===== config.mk =====
export PLATFORM = sky130hd
export DESIGN_NAME = mc_ctrl_fsm
export DESIGN_NICKNAME = d
export VERILOG_FILES = /design/src/rtl/mcc_pkg.sv /design/src/rtl/mcc_classify.sv /design/src/rtl/mcc_next_state.sv /design/src/rtl/mcc_outputs.sv /design/src/rtl/mc_ctrl_fsm.sv
export SDC_FILE = /design/constraint.sdc
export NUM_CORES = 1
export LEC_CHECK = 0
export BUFFER_PORTS_ARGS = -buffer_cell sky130_fd_sc_hd__buf_2
export CORE_MARGIN = 1
export CORE_UTILIZATION = 40
export DETAILED_ROUTE_END_ITERATION = 12
export GPL_TIMING_DRIVEN = 0
export PLACE_DENSITY = 0.79
export SYNTH_ARGS = -nofsm -noshare
export SYNTH_HDL_FRONTEND = slang
export SYNTH_SLANG_ARGS = --single-unit

===== constraint.sdc =====
create_clock -name clk -period 5.09 [get_ports clk]
set_clock_uncertainty 0.2 [all_clocks]
set_input_delay 0.7635 -clock clk [delete_from_list [all_inputs] [get_ports clk]]
set_output_delay 0.7635 -clock clk [all_outputs]
set_load 0.01 [all_outputs]

===== src/rtl/mcc_pkg.sv =====
package mcc_pkg;

    typedef enum logic [3:0] {
        S_FETCH,
        S_DECODE,
        S_MEM_ADDR,
        S_MEM_READ,
        S_LOAD_WB,
        S_MEM_WRITE,
        S_ALU_EXEC,
        S_ALU_WB,
        S_IMM_WB,
        S_BRANCH,
        S_JUMP
    } state_e;

    typedef enum logic [3:0] {
        C_LOAD,
        C_STORE,
        C_ADDI,
        C_ADD,
        C_AND,
        C_BEQ,
        C_BNE,
        C_JUMP,
        C_BAD
    } cls_e;

    localparam logic [1:0] ALU_ADD = 2'd0;
    localparam logic [1:0] ALU_AND = 2'd1;
    localparam logic [1:0] ALU_SUB = 2'd2;

    localparam logic [1:0] BSRC_REG    = 2'd0;
    localparam logic [1:0] BSRC_FOUR   = 2'd1;
    localparam logic [1:0] BSRC_IMM    = 2'd2;
    localparam logic [1:0] BSRC_IMM_SH = 2'd3;

    localparam logic [1:0] PCSRC_ALU = 2'd0;
    localparam logic [1:0] PCSRC_TGT = 2'd1;
    localparam logic [1:0] PCSRC_JMP = 2'd2;

    typedef struct packed {
        logic       pc_we;
        logic [1:0] pc_src;
        logic       addr_sel;
        logic       mem_rd;
        logic       mem_we;
        logic       ir_we;
        logic       mdr_we;
        logic       ab_we;
        logic       aluout_we;
        logic       alu_a_sel;
        logic [1:0] alu_b_sel;
        logic [1:0] alu_op;
        logic       rf_we;
        logic       rf_dst_sel;
        logic       rf_src_sel;
    } ctrl_t;

endpackage


===== src/rtl/mcc_classify.sv =====
module mcc_classify
    import mcc_pkg::*;
#(
    parameter int unsigned      OP_W     = 6,
    parameter int unsigned      FN_W     = 6,
    parameter logic [OP_W-1:0]  OP_LOAD  = 'h23,
    parameter logic [OP_W-1:0]  OP_STORE = 'h2B,
    parameter logic [OP_W-1:0]  OP_ADDI  = 'h08,
    parameter logic [OP_W-1:0]  OP_REG   = 'h00,
    parameter logic [OP_W-1:0]  OP_BEQ   = 'h04,
    parameter logic [OP_W-1:0]  OP_BNE   = 'h05,
    parameter logic [OP_W-1:0]  OP_JUMP  = 'h02,
    parameter logic [FN_W-1:0]  FN_ADD   = 'h20,
    parameter logic [FN_W-1:0]  FN_AND   = 'h24
) (
    input  logic [OP_W-1:0] opcode,
    input  logic [FN_W-1:0] funct,
    output cls_e            cls
);

    always_comb begin
        cls = C_BAD;
        if (opcode == OP_LOAD) begin
            cls = C_LOAD;
        end else if (opcode == OP_STORE) begin
            cls = C_STORE;
        end else if (opcode == OP_ADDI) begin
            cls = C_ADDI;
        end else if (opcode == OP_BEQ) begin
            cls = C_BEQ;
        end else if (opcode == OP_BNE) begin
            cls = C_BNE;
        end else if (opcode == OP_JUMP) begin
            cls = C_JUMP;
        end else if (opcode == OP_REG) begin
            if (funct == FN_ADD) begin
                cls = C_ADD;
            end else if (funct == FN_AND) begin
                cls = C_AND;
            end
        end
    end

endmodule


===== src/rtl/mcc_next_state.sv =====
module mcc_next_state
    import mcc_pkg::*;
(
    input  state_e state,
    input  cls_e   cls_live,
    input  cls_e   cls_held,
    output state_e state_nx
);

    always_comb begin
        state_nx = S_FETCH;
        unique case (state)
            S_FETCH:    state_nx = S_DECODE;
            S_DECODE: begin
                unique case (cls_live)
                    C_LOAD, C_STORE, C_ADDI: state_nx = S_MEM_ADDR;
                    C_ADD, C_AND:            state_nx = S_ALU_EXEC;
                    C_BEQ, C_BNE:            state_nx = S_BRANCH;
                    C_JUMP:                  state_nx = S_JUMP;
                    default:                 state_nx = S_FETCH;
                endcase
            end
            S_MEM_ADDR: begin
                unique case (cls_held)
                    C_LOAD:  state_nx = S_MEM_READ;
                    C_STORE: state_nx = S_MEM_WRITE;
                    C_ADDI:  state_nx = S_IMM_WB;
                    default: state_nx = S_FETCH;
                endcase
            end
            S_MEM_READ: state_nx = S_LOAD_WB;
            S_ALU_EXEC: state_nx = S_ALU_WB;
            S_LOAD_WB, S_MEM_WRITE, S_ALU_WB, S_IMM_WB,
            S_BRANCH, S_JUMP: state_nx = S_FETCH;
            default:    state_nx = S_FETCH;
        endcase
    end

endmodule


===== src/rtl/mcc_outputs.sv =====
module mcc_outputs
    import mcc_pkg::*;
(
    input  state_e state,
    input  cls_e   cls_held,
    input  logic   a_eq_b,
    output ctrl_t  ctrl
);

    always_comb begin
        ctrl = '0;
        unique case (state)
            S_FETCH: begin
                ctrl.mem_rd    = 1'b1;
                ctrl.addr_sel  = 1'b0;
                ctrl.ir_we     = 1'b1;
                ctrl.alu_a_sel = 1'b0;
                ctrl.alu_b_sel = BSRC_FOUR;
                ctrl.alu_op    = ALU_ADD;
                ctrl.pc_src    = PCSRC_ALU;
                ctrl.pc_we     = 1'b1;
            end
            S_DECODE: begin
                ctrl.ab_we     = 1'b1;
                ctrl.aluout_we = 1'b1;
                ctrl.alu_a_sel = 1'b0;
                ctrl.alu_b_sel = BSRC_IMM_SH;
                ctrl.alu_op    = ALU_ADD;
            end
            S_MEM_ADDR: begin
                ctrl.aluout_we = 1'b1;
                ctrl.alu_a_sel = 1'b1;
                ctrl.alu_b_sel = BSRC_IMM;
                ctrl.alu_op    = ALU_ADD;
            end
            S_MEM_READ: begin
                ctrl.mem_rd   = 1'b1;
                ctrl.addr_sel = 1'b1;
                ctrl.mdr_we   = 1'b1;
            end
            S_LOAD_WB: begin
                ctrl.rf_we      = 1'b1;
                ctrl.rf_dst_sel = 1'b0;
                ctrl.rf_src_sel = 1'b1;
            end
            S_MEM_WRITE: begin
                ctrl.mem_we   = 1'b1;
                ctrl.addr_sel = 1'b1;
            end
            S_ALU_EXEC: begin
                ctrl.aluout_we = 1'b1;
                ctrl.alu_a_sel = 1'b1;
                ctrl.alu_b_sel = BSRC_REG;
                ctrl.alu_op    = (cls_held == C_AND) ? ALU_AND : ALU_ADD;
            end
            S_ALU_WB: begin
                ctrl.rf_we      = 1'b1;
                ctrl.rf_dst_sel = 1'b1;
                ctrl.rf_src_sel = 1'b0;
            end
            S_IMM_WB: begin
                ctrl.rf_we      = 1'b1;
                ctrl.rf_dst_sel = 1'b0;
                ctrl.rf_src_sel = 1'b0;
            end
            S_BRANCH: begin
                ctrl.alu_a_sel = 1'b1;
                ctrl.alu_b_sel = BSRC_REG;
                ctrl.alu_op    = ALU_SUB;
                ctrl.pc_src    = PCSRC_TGT;
                ctrl.pc_we     = (cls_held == C_BNE) ? ~a_eq_b : a_eq_b;
            end
            S_JUMP: begin
                ctrl.pc_src = PCSRC_JMP;
                ctrl.pc_we  = 1'b1;
            end
            default: ctrl = '0;
        endcase
    end

endmodule


===== src/rtl/mc_ctrl_fsm.sv =====
module mc_ctrl_fsm
    import mcc_pkg::*;
#(
    parameter int unsigned OP_W = 6,
    parameter int unsigned FN_W = 6
) (
    input  logic            clk,
    input  logic            rst,
    input  logic [OP_W-1:0] opcode,
    input  logic [FN_W-1:0] funct,
    input  logic            a_eq_b,
    output logic            pc_we,
    output logic [1:0]      pc_src,
    output logic            addr_sel,
    output logic            mem_rd,
    output logic            mem_we,
    output logic            ir_we,
    output logic            mdr_we,
    output logic            ab_we,
    output logic            aluout_we,
    output logic            alu_a_sel,
    output logic [1:0]      alu_b_sel,
    output logic [1:0]      alu_op,
    output logic            rf_we,
    output logic            rf_dst_sel,
    output logic            rf_src_sel
);

    state_e state_q;
    state_e state_nx;
    cls_e   cls_live;
    cls_e   cls_q;
    ctrl_t  ctrl;
    logic   rst_q;

    mcc_classify #(
        .OP_W (OP_W),
        .FN_W (FN_W)
    ) u_classify (
        .opcode (opcode),
        .funct  (funct),
        .cls    (cls_live)
    );

    mcc_next_state u_next (
        .state    (state_q),
        .cls_live (cls_live),
        .cls_held (cls_q),
        .state_nx (state_nx)
    );

    // State register and instruction class held from decode onwards
    always_ff @(posedge clk) begin
        if (rst) begin
            state_q <= S_FETCH;
            cls_q   <= C_BAD;
        end else begin
            state_q <= state_nx;
            if (state_q == S_DECODE) begin
                cls_q <= cls_live;
            end
        end
        rst_q <= rst;
    end

    mcc_outputs u_outputs (
        .state    (state_q),
        .cls_held (cls_q),
        .a_eq_b   (a_eq_b),
        .ctrl     (ctrl)
    );

    assign pc_we      = ctrl.pc_we;
    assign pc_src     = ctrl.pc_src;
    assign addr_sel   = ctrl.addr_sel;
    assign mem_rd     = ctrl.mem_rd;
    assign mem_we     = ctrl.mem_we;
    assign ir_we      = ctrl.ir_we;
    assign mdr_we     = ctrl.mdr_we;
    assign ab_we      = ctrl.ab_we;
    assign aluout_we  = ctrl.aluout_we;
    assign alu_a_sel  = ctrl.alu_a_sel;
    assign alu_b_sel  = ctrl.alu_b_sel;
    assign alu_op     = ctrl.alu_op;
    assign rf_we      = ctrl.rf_we;
    assign rf_dst_sel = ctrl.rf_dst_sel;
    assign rf_src_sel = ctrl.rf_src_sel;

    // the first cycle after reset is fetch
    always_ff @(posedge clk) begin
        if (rst_q && !rst) begin
            p_reset_to_fetch_r1: assert (state_q == S_FETCH && ir_we && pc_we);
        end
    end

    p_decode_after_fetch_r2: assert property (@(posedge clk) disable iff (rst)
        state_q == S_FETCH |=> state_q == S_DECODE);

    p_load_writeback_r3: assert property (@(posedge clk) disable iff (rst)
        state_q == S_MEM_READ |=> (rf_we && rf_src_sel));

    p_beq_follows_flag_r7: assert property (@(posedge clk) disable iff (rst)
        (state_q == S_BRANCH && cls_q == C_BEQ) |-> pc_we == a_eq_b);

    p_bne_follows_flag_r7: assert property (@(posedge clk) disable iff (rst)
        (state_q == S_BRANCH && cls_q == C_BNE) |-> pc_we == !a_eq_b);

    p_unknown_returns_r9: assert property (@(posedge clk) disable iff (rst)
        (state_q == S_DECODE && cls_live == C_BAD) |=> state_q == S_FETCH);

    p_pc_we_states_r10: assert property (@(posedge clk) disable iff (rst)
        pc_we |-> (state_q == S_FETCH || state_q == S_BRANCH || state_q == S_JUMP));

    p_single_writer_r10: assert property (@(posedge clk) disable iff (rst)
        $onehot0({ir_we, mdr_we, mem_we, rf_we}) && !(mem_rd && mem_we));

endmodule


# Word-level counts from Yosys, hierarchy flattened
# Memories as Yosys holds them, arrays and structs flattened.
# Cells that the tools add are included.
# word_totals
reg_bits	8
rom_bits	32
output_inout_bits	18
n_memories	1
# op_classes
eq_ne	22
muxes	24
bitwise_logic	1
reduce_logical	6
# memory_table
memory	words	word_bits	read_ports	rd_ports_with_merged_regs	wr	line_no	text
(name not given)	8	4	1	0	0	mcc_next_state.sv:15	unique case (cls_live)
# op_table
op	n
4-bit two-way mux	10
5-bit one-hot mux with 5 select lines	1
4-bit by 3-bit == test with 1-bit output (second input constant)	6
6-bit == test (second input constant)	4
4-bit one-hot mux with 5 select lines	1
3-bit one-hot mux with 3 select lines	2
4-bit by 2-bit == test with 1-bit output (second input constant)	3
4-bit == test (second input constant)	3
6-bit by 3-bit == test with 1-bit output (second input constant)	2
4-bit one-hot mux with 3 select lines	1
1-bit two-way mux	9
4-bit by 1-bit == test with 1-bit output (second input constant)	2
4-bit zero test	2
6-bit by 2-bit == test with 1-bit output (second input constant)	1
6-bit by 4-bit == test with 1-bit output (second input constant)	1
6-bit zero test	1
2-bit OR reduction	2
3-bit OR reduction	1
1-bit NOT	1

# Longest topological paths before layout
# An unclocked memory read counts as a cell.
# depth
word_depth	13
ltp_mapped	9

# By module
# Synthesis repeated with hierarchy kept, for this count alone.
# hier_totals
hier_cells	118
area_unflattened_um2	959.7
# by_module_without_submodules
mod	instances	cells_each	area_per_inst_um2	seq_area_each_um2
mc_ctrl_fsm	1	26	297.8	160.2
mcc_classify	1	30	240.2	0.0
mcc_next_state	1	27	212.7	0.0
mcc_outputs	1	35	209.0	0.0

# Worst setup path before layout
# No wires, ideal clock.
# synth_path
path_type	input -> register
startpoint	input opcode[2]
endpoint	register state_q[1]
arrival_ps	2446
setup_slack_ps	2330
path_stages	8
n_path_buf	1
cell_sequence	buf_2 > or3b_1 > a2111oi_4 > a31oi_1 > ha_1 > inv_1 > a2bb2oi_1 > o21a_1
# synth_between
elab_chain_len	11
# synth_lines
element	line_no	text
start: declaration	mc_ctrl_fsm.sv:9	input logic [OP_W-1:0] opcode,
6-bit zero test	mcc_classify.sv:35	end else if (opcode == OP_REG) begin
4-bit two-way mux	mcc_classify.sv:35	
4-bit two-way mux	mcc_classify.sv:33	end else if (opcode == OP_JUMP) begin
4-bit two-way mux	mcc_classify.sv:31	end else if (opcode == OP_BNE) begin
4-bit two-way mux	mcc_classify.sv:29	end else if (opcode == OP_BEQ) begin
4-bit two-way mux	mcc_classify.sv:27	end else if (opcode == OP_ADDI) begin
4-bit two-way mux	mcc_classify.sv:25	end else if (opcode == OP_STORE) begin
4-bit two-way mux (*)	mcc_classify.sv:23	if (opcode == OP_LOAD) begin
memory read 8 x 4 bit	n/a	
4-bit two-way mux (*)	mcc_next_state.sv:15	
4-bit one-hot mux with 5 select lines (*)	mcc_next_state.sv:12	unique case (state)
end signal: assignment	mc_ctrl_fsm.sv:58	state_q <= state_nx;
end: declaration	mc_ctrl_fsm.sv:29	state_e state_q;
# Every way passes the cells marked *; elsewhere a longest branch is shown, timed or not.
# A chain may end at the register's enable or synchronous reset.

# Worst setup path in the final report
# layout_path
startpoint	input opcode[0]
endpoint	register state_q[1]
# layout_between
elab_chain_len	11
# layout_lines
element	line_no	text
6-bit zero test	mcc_classify.sv:35	
4-bit two-way mux	mcc_classify.sv:35	
4-bit two-way mux	mcc_classify.sv:33	
4-bit two-way mux	mcc_classify.sv:31	
4-bit two-way mux	mcc_classify.sv:29	
4-bit two-way mux	mcc_classify.sv:27	
4-bit two-way mux	mcc_classify.sv:25	
4-bit two-way mux (*)	mcc_classify.sv:23	
named net cls_live[0]	mc_ctrl_fsm.sv:31	cls_e cls_live;
memory read 8 x 4 bit (*)	n/a	
4-bit two-way mux (*)	mcc_next_state.sv:15	
4-bit one-hot mux with 5 select lines (*)	mcc_next_state.sv:12	
# The timed path passes the listed nets; every way through them passes the cells marked *.

==> out/qor.csv <==
metric;value;unit
status;finished clean;
grt_pass1_wl;3.098;mm
die_area;0.002332;mm2
vias;960;
cts_setup_buffers;0;
synth_top_area_share;0.1869;
hold_buffers;0;
fill_cells;184;
synth_area;857.1;um2
critPathLaunchType;input port;
cpMaxStageDelayCell;or4_1;
synth_common_cells;16 x nor2_1, 8 x dfxtp_1, 8 x inv_1;
grt_busiest_layer;met2;
regArea;160.2;um2
cts_tree;built;
p_per_area;148.5;mW/mm2
grt_overflow;0;
crit_path_max_fanout;7;
critPathKind;input port to flip-flop;
gp_congestion;0.8283;
ant_nets;0;
ys_ff_latch;8;
ys_seq_area_frac;0.1869;
port_buffers;30;
slew_violations;0;
cts_buffers;3;
grt_max_degree;11;
ff2ff_path_depth;6;
finalHoldViolations;0;
crit_buf_inv;3;
ys_warn_count;0;
use_met3;0;
placedCellCount;173;
synthFlopType;dfxtp_1;
fin_tns_setup;0;ns
hold_ws;0.3322;ns
max_stage_delay;0.57;ns
wire_per_inst;11.82;um
grt_use_met1;0.2235;
h-tree-depth;1;
fmax;0.3541;GHz
setup_viol;0;
cts-root-buf;clkbuf_4;
p_leak;0.0004349;uW
worst_hold_path_type;flip-flop to flip-flop;
diodes;0;
syn_nets;134;
start_util;0.4324;
cts_buffer_depth;2;
die_x;48.29;um
syn_to_final_growth;24.09;%
clk_latency;0.24;ns
synth_edf_count;0;
crit_arrival;2.76;ns
drt_iter0_drc;22;
grt_pass1_vias;767;
grt_usage;0.1800;
firstDrtPassIters;4;
path_cells;buf_2 -> or4_1 -> o32ai_1 -> inv_1 -> ha_1 -> inv_1 -> a2bb2oi_1 -> o21a_1;
async_reset_ff_frac;0;
fin_crit_sh;0.5548;
ys_top_cells_by_area;dfxtp_1 19%, nor2_1 7.0%, ha_1 4.4%;
design_area;0.001064;mm2
tightest_slew;0.4730;ns
cts_resized;0;
fin_crit;2.824;ns
dp_hpwl;1.639;mm
hold_depth;2;
yosysMostFrequentCell;nor2_1;
antenna_found_initial;0;
ioPinCount;33;
met2_usage;0.3387;
die_h;48.29;um
numClockSinks;8;
multiInputGateArea;639.4;um2
max_cap_violations;0;
relSlewSlack;0.6837;
worstSetupEndpointType;flip-flop;
synth_top_area_cell;dfxtp_1;
stdcell_count;176;
crit_required;5.03;ns
fin_nets;169;
avgSynthCellArea;7.389;um2
vias_per_cell;5.455;
post_synth_num_cell_types;44;
cp.depth;8;
max-vdd-ir-drop;66.84;uV
placed_area;0.001041;mm2
cpLargestDelayFamily;compound AO/OA/AOI/OAI gates;
post-route-drc-count;0;
wirelength;2.080;mm
netlist_instances;116;
cp_common_cell;inv_1;
rsz0062_at_grt;no;
rows;16;
core_area;0.001982;mm2
drive_gt1_frac;0.2685;
power;157.9;uW
clkTransAtPathRegs;0.05;ns
==> report_power, final <==
part / internal [uW] / switching [uW] / leakage, uW / total, uW
logic: 18.5 / 25.5 / 0.000356 / 44.1
registers: 65.0 / 2.29 / 0.0000652 / 67.3
clock network: 26.9 / 19.7 / 0.0000138 / 46.6
total: 110 / 47.5 / 0.000435 / 158
==> state kept, by name, indices dropped and copies added (netlist names) <==
name and count:
cls_q 4, state_q 4
==> worst register-to-register path, cell delays in order, from the launching register on <==
cell and delay (ns):
dfxtp_1 0.29, clkbuf_1 0.21, or4b_1 0.63, nor3_1 0.25, a22oi_2 0.15, a211o_1 0.32, a21oi_1 0.13
==> metrics by stage <==
| stage | utilization | setup slack, ns |
|---|---|---|
| global route | 0.5366 | 2.149 |
| CTS | 0.5366 | 2.253 |
| detailed placement | 0.5253 | 2.006 |
| floorplan | - | 2.330 |
| finish | 0.5366 | 2.266 |
| global placement | 0.5253 | 2.043 |
==> layout make-up <==
class	instances	share of cell area
Buffer	7	0.02588
Clock buffer	3	0.02118
Inverter	8	0.02824
Multi-Input combinational cell	93	0.6012
Sequential cell	8	0.1506
Tap cell	27	0.03176
Timing Repair Buffer	30	0.1412
==> worst paths after layout <==
| kind | to | startpoint | slack, ns |
|---|---|---|---|
| setup / recovery | state_q[1]$_SDFF_PP0_ | opcode[0] | 2.27 |
| hold / removal | cls_q[0]$_SDFFE_PP0P_ | cls_q[0]$_SDFFE_PP0P_ | 0.33 |
| setup reg to reg | state_q[0]$_SDFF_PP0_ | state_q[2]$_SDFF_PP0_ | 2.84 |
| hold reg to reg | cls_q[0]$_SDFFE_PP0P_ | cls_q[0]$_SDFFE_PP0P_ | 0.33 |
==> layout by cell type (no fill, tap or decap), types with 3 or more instances in the layout <==
| cell type | count |
|---|---|
| clkbuf_1 | 5 |
| inv_1 | 8 |
| a211oi_1 | 3 |
| nand3b_1 | 4 |
| a21oi_1 | 6 |
| ha_1 | 3 |
| nand3_1 | 5 |
| clkbuf_4 | 3 |
| buf_2 | 31 |
| dfxtp_1 | 8 |
| nor3_1 | 7 |
| a211o_1 | 3 |
| nand2b_1 | 6 |
| nor2_1 | 16 |
==> cell families after synthesis <==
logic type / synth area share
and+or+nand+nor: 0.3839
DFF: 0.1869
adders and majority gates: 0.04380
AOI/OAI and AO/OA: 0.2774
buffers and inverters: 0.06715
xor gates and xnor gates: 0.04088
==> routing by layer <==
layer,vias to the layer above,wire length (um)
li1,498,-
met1,430,934
met2,32,1056
met3,0,89
met4,0,0
met5,-,0
Power figures use the tool's default switching activity.
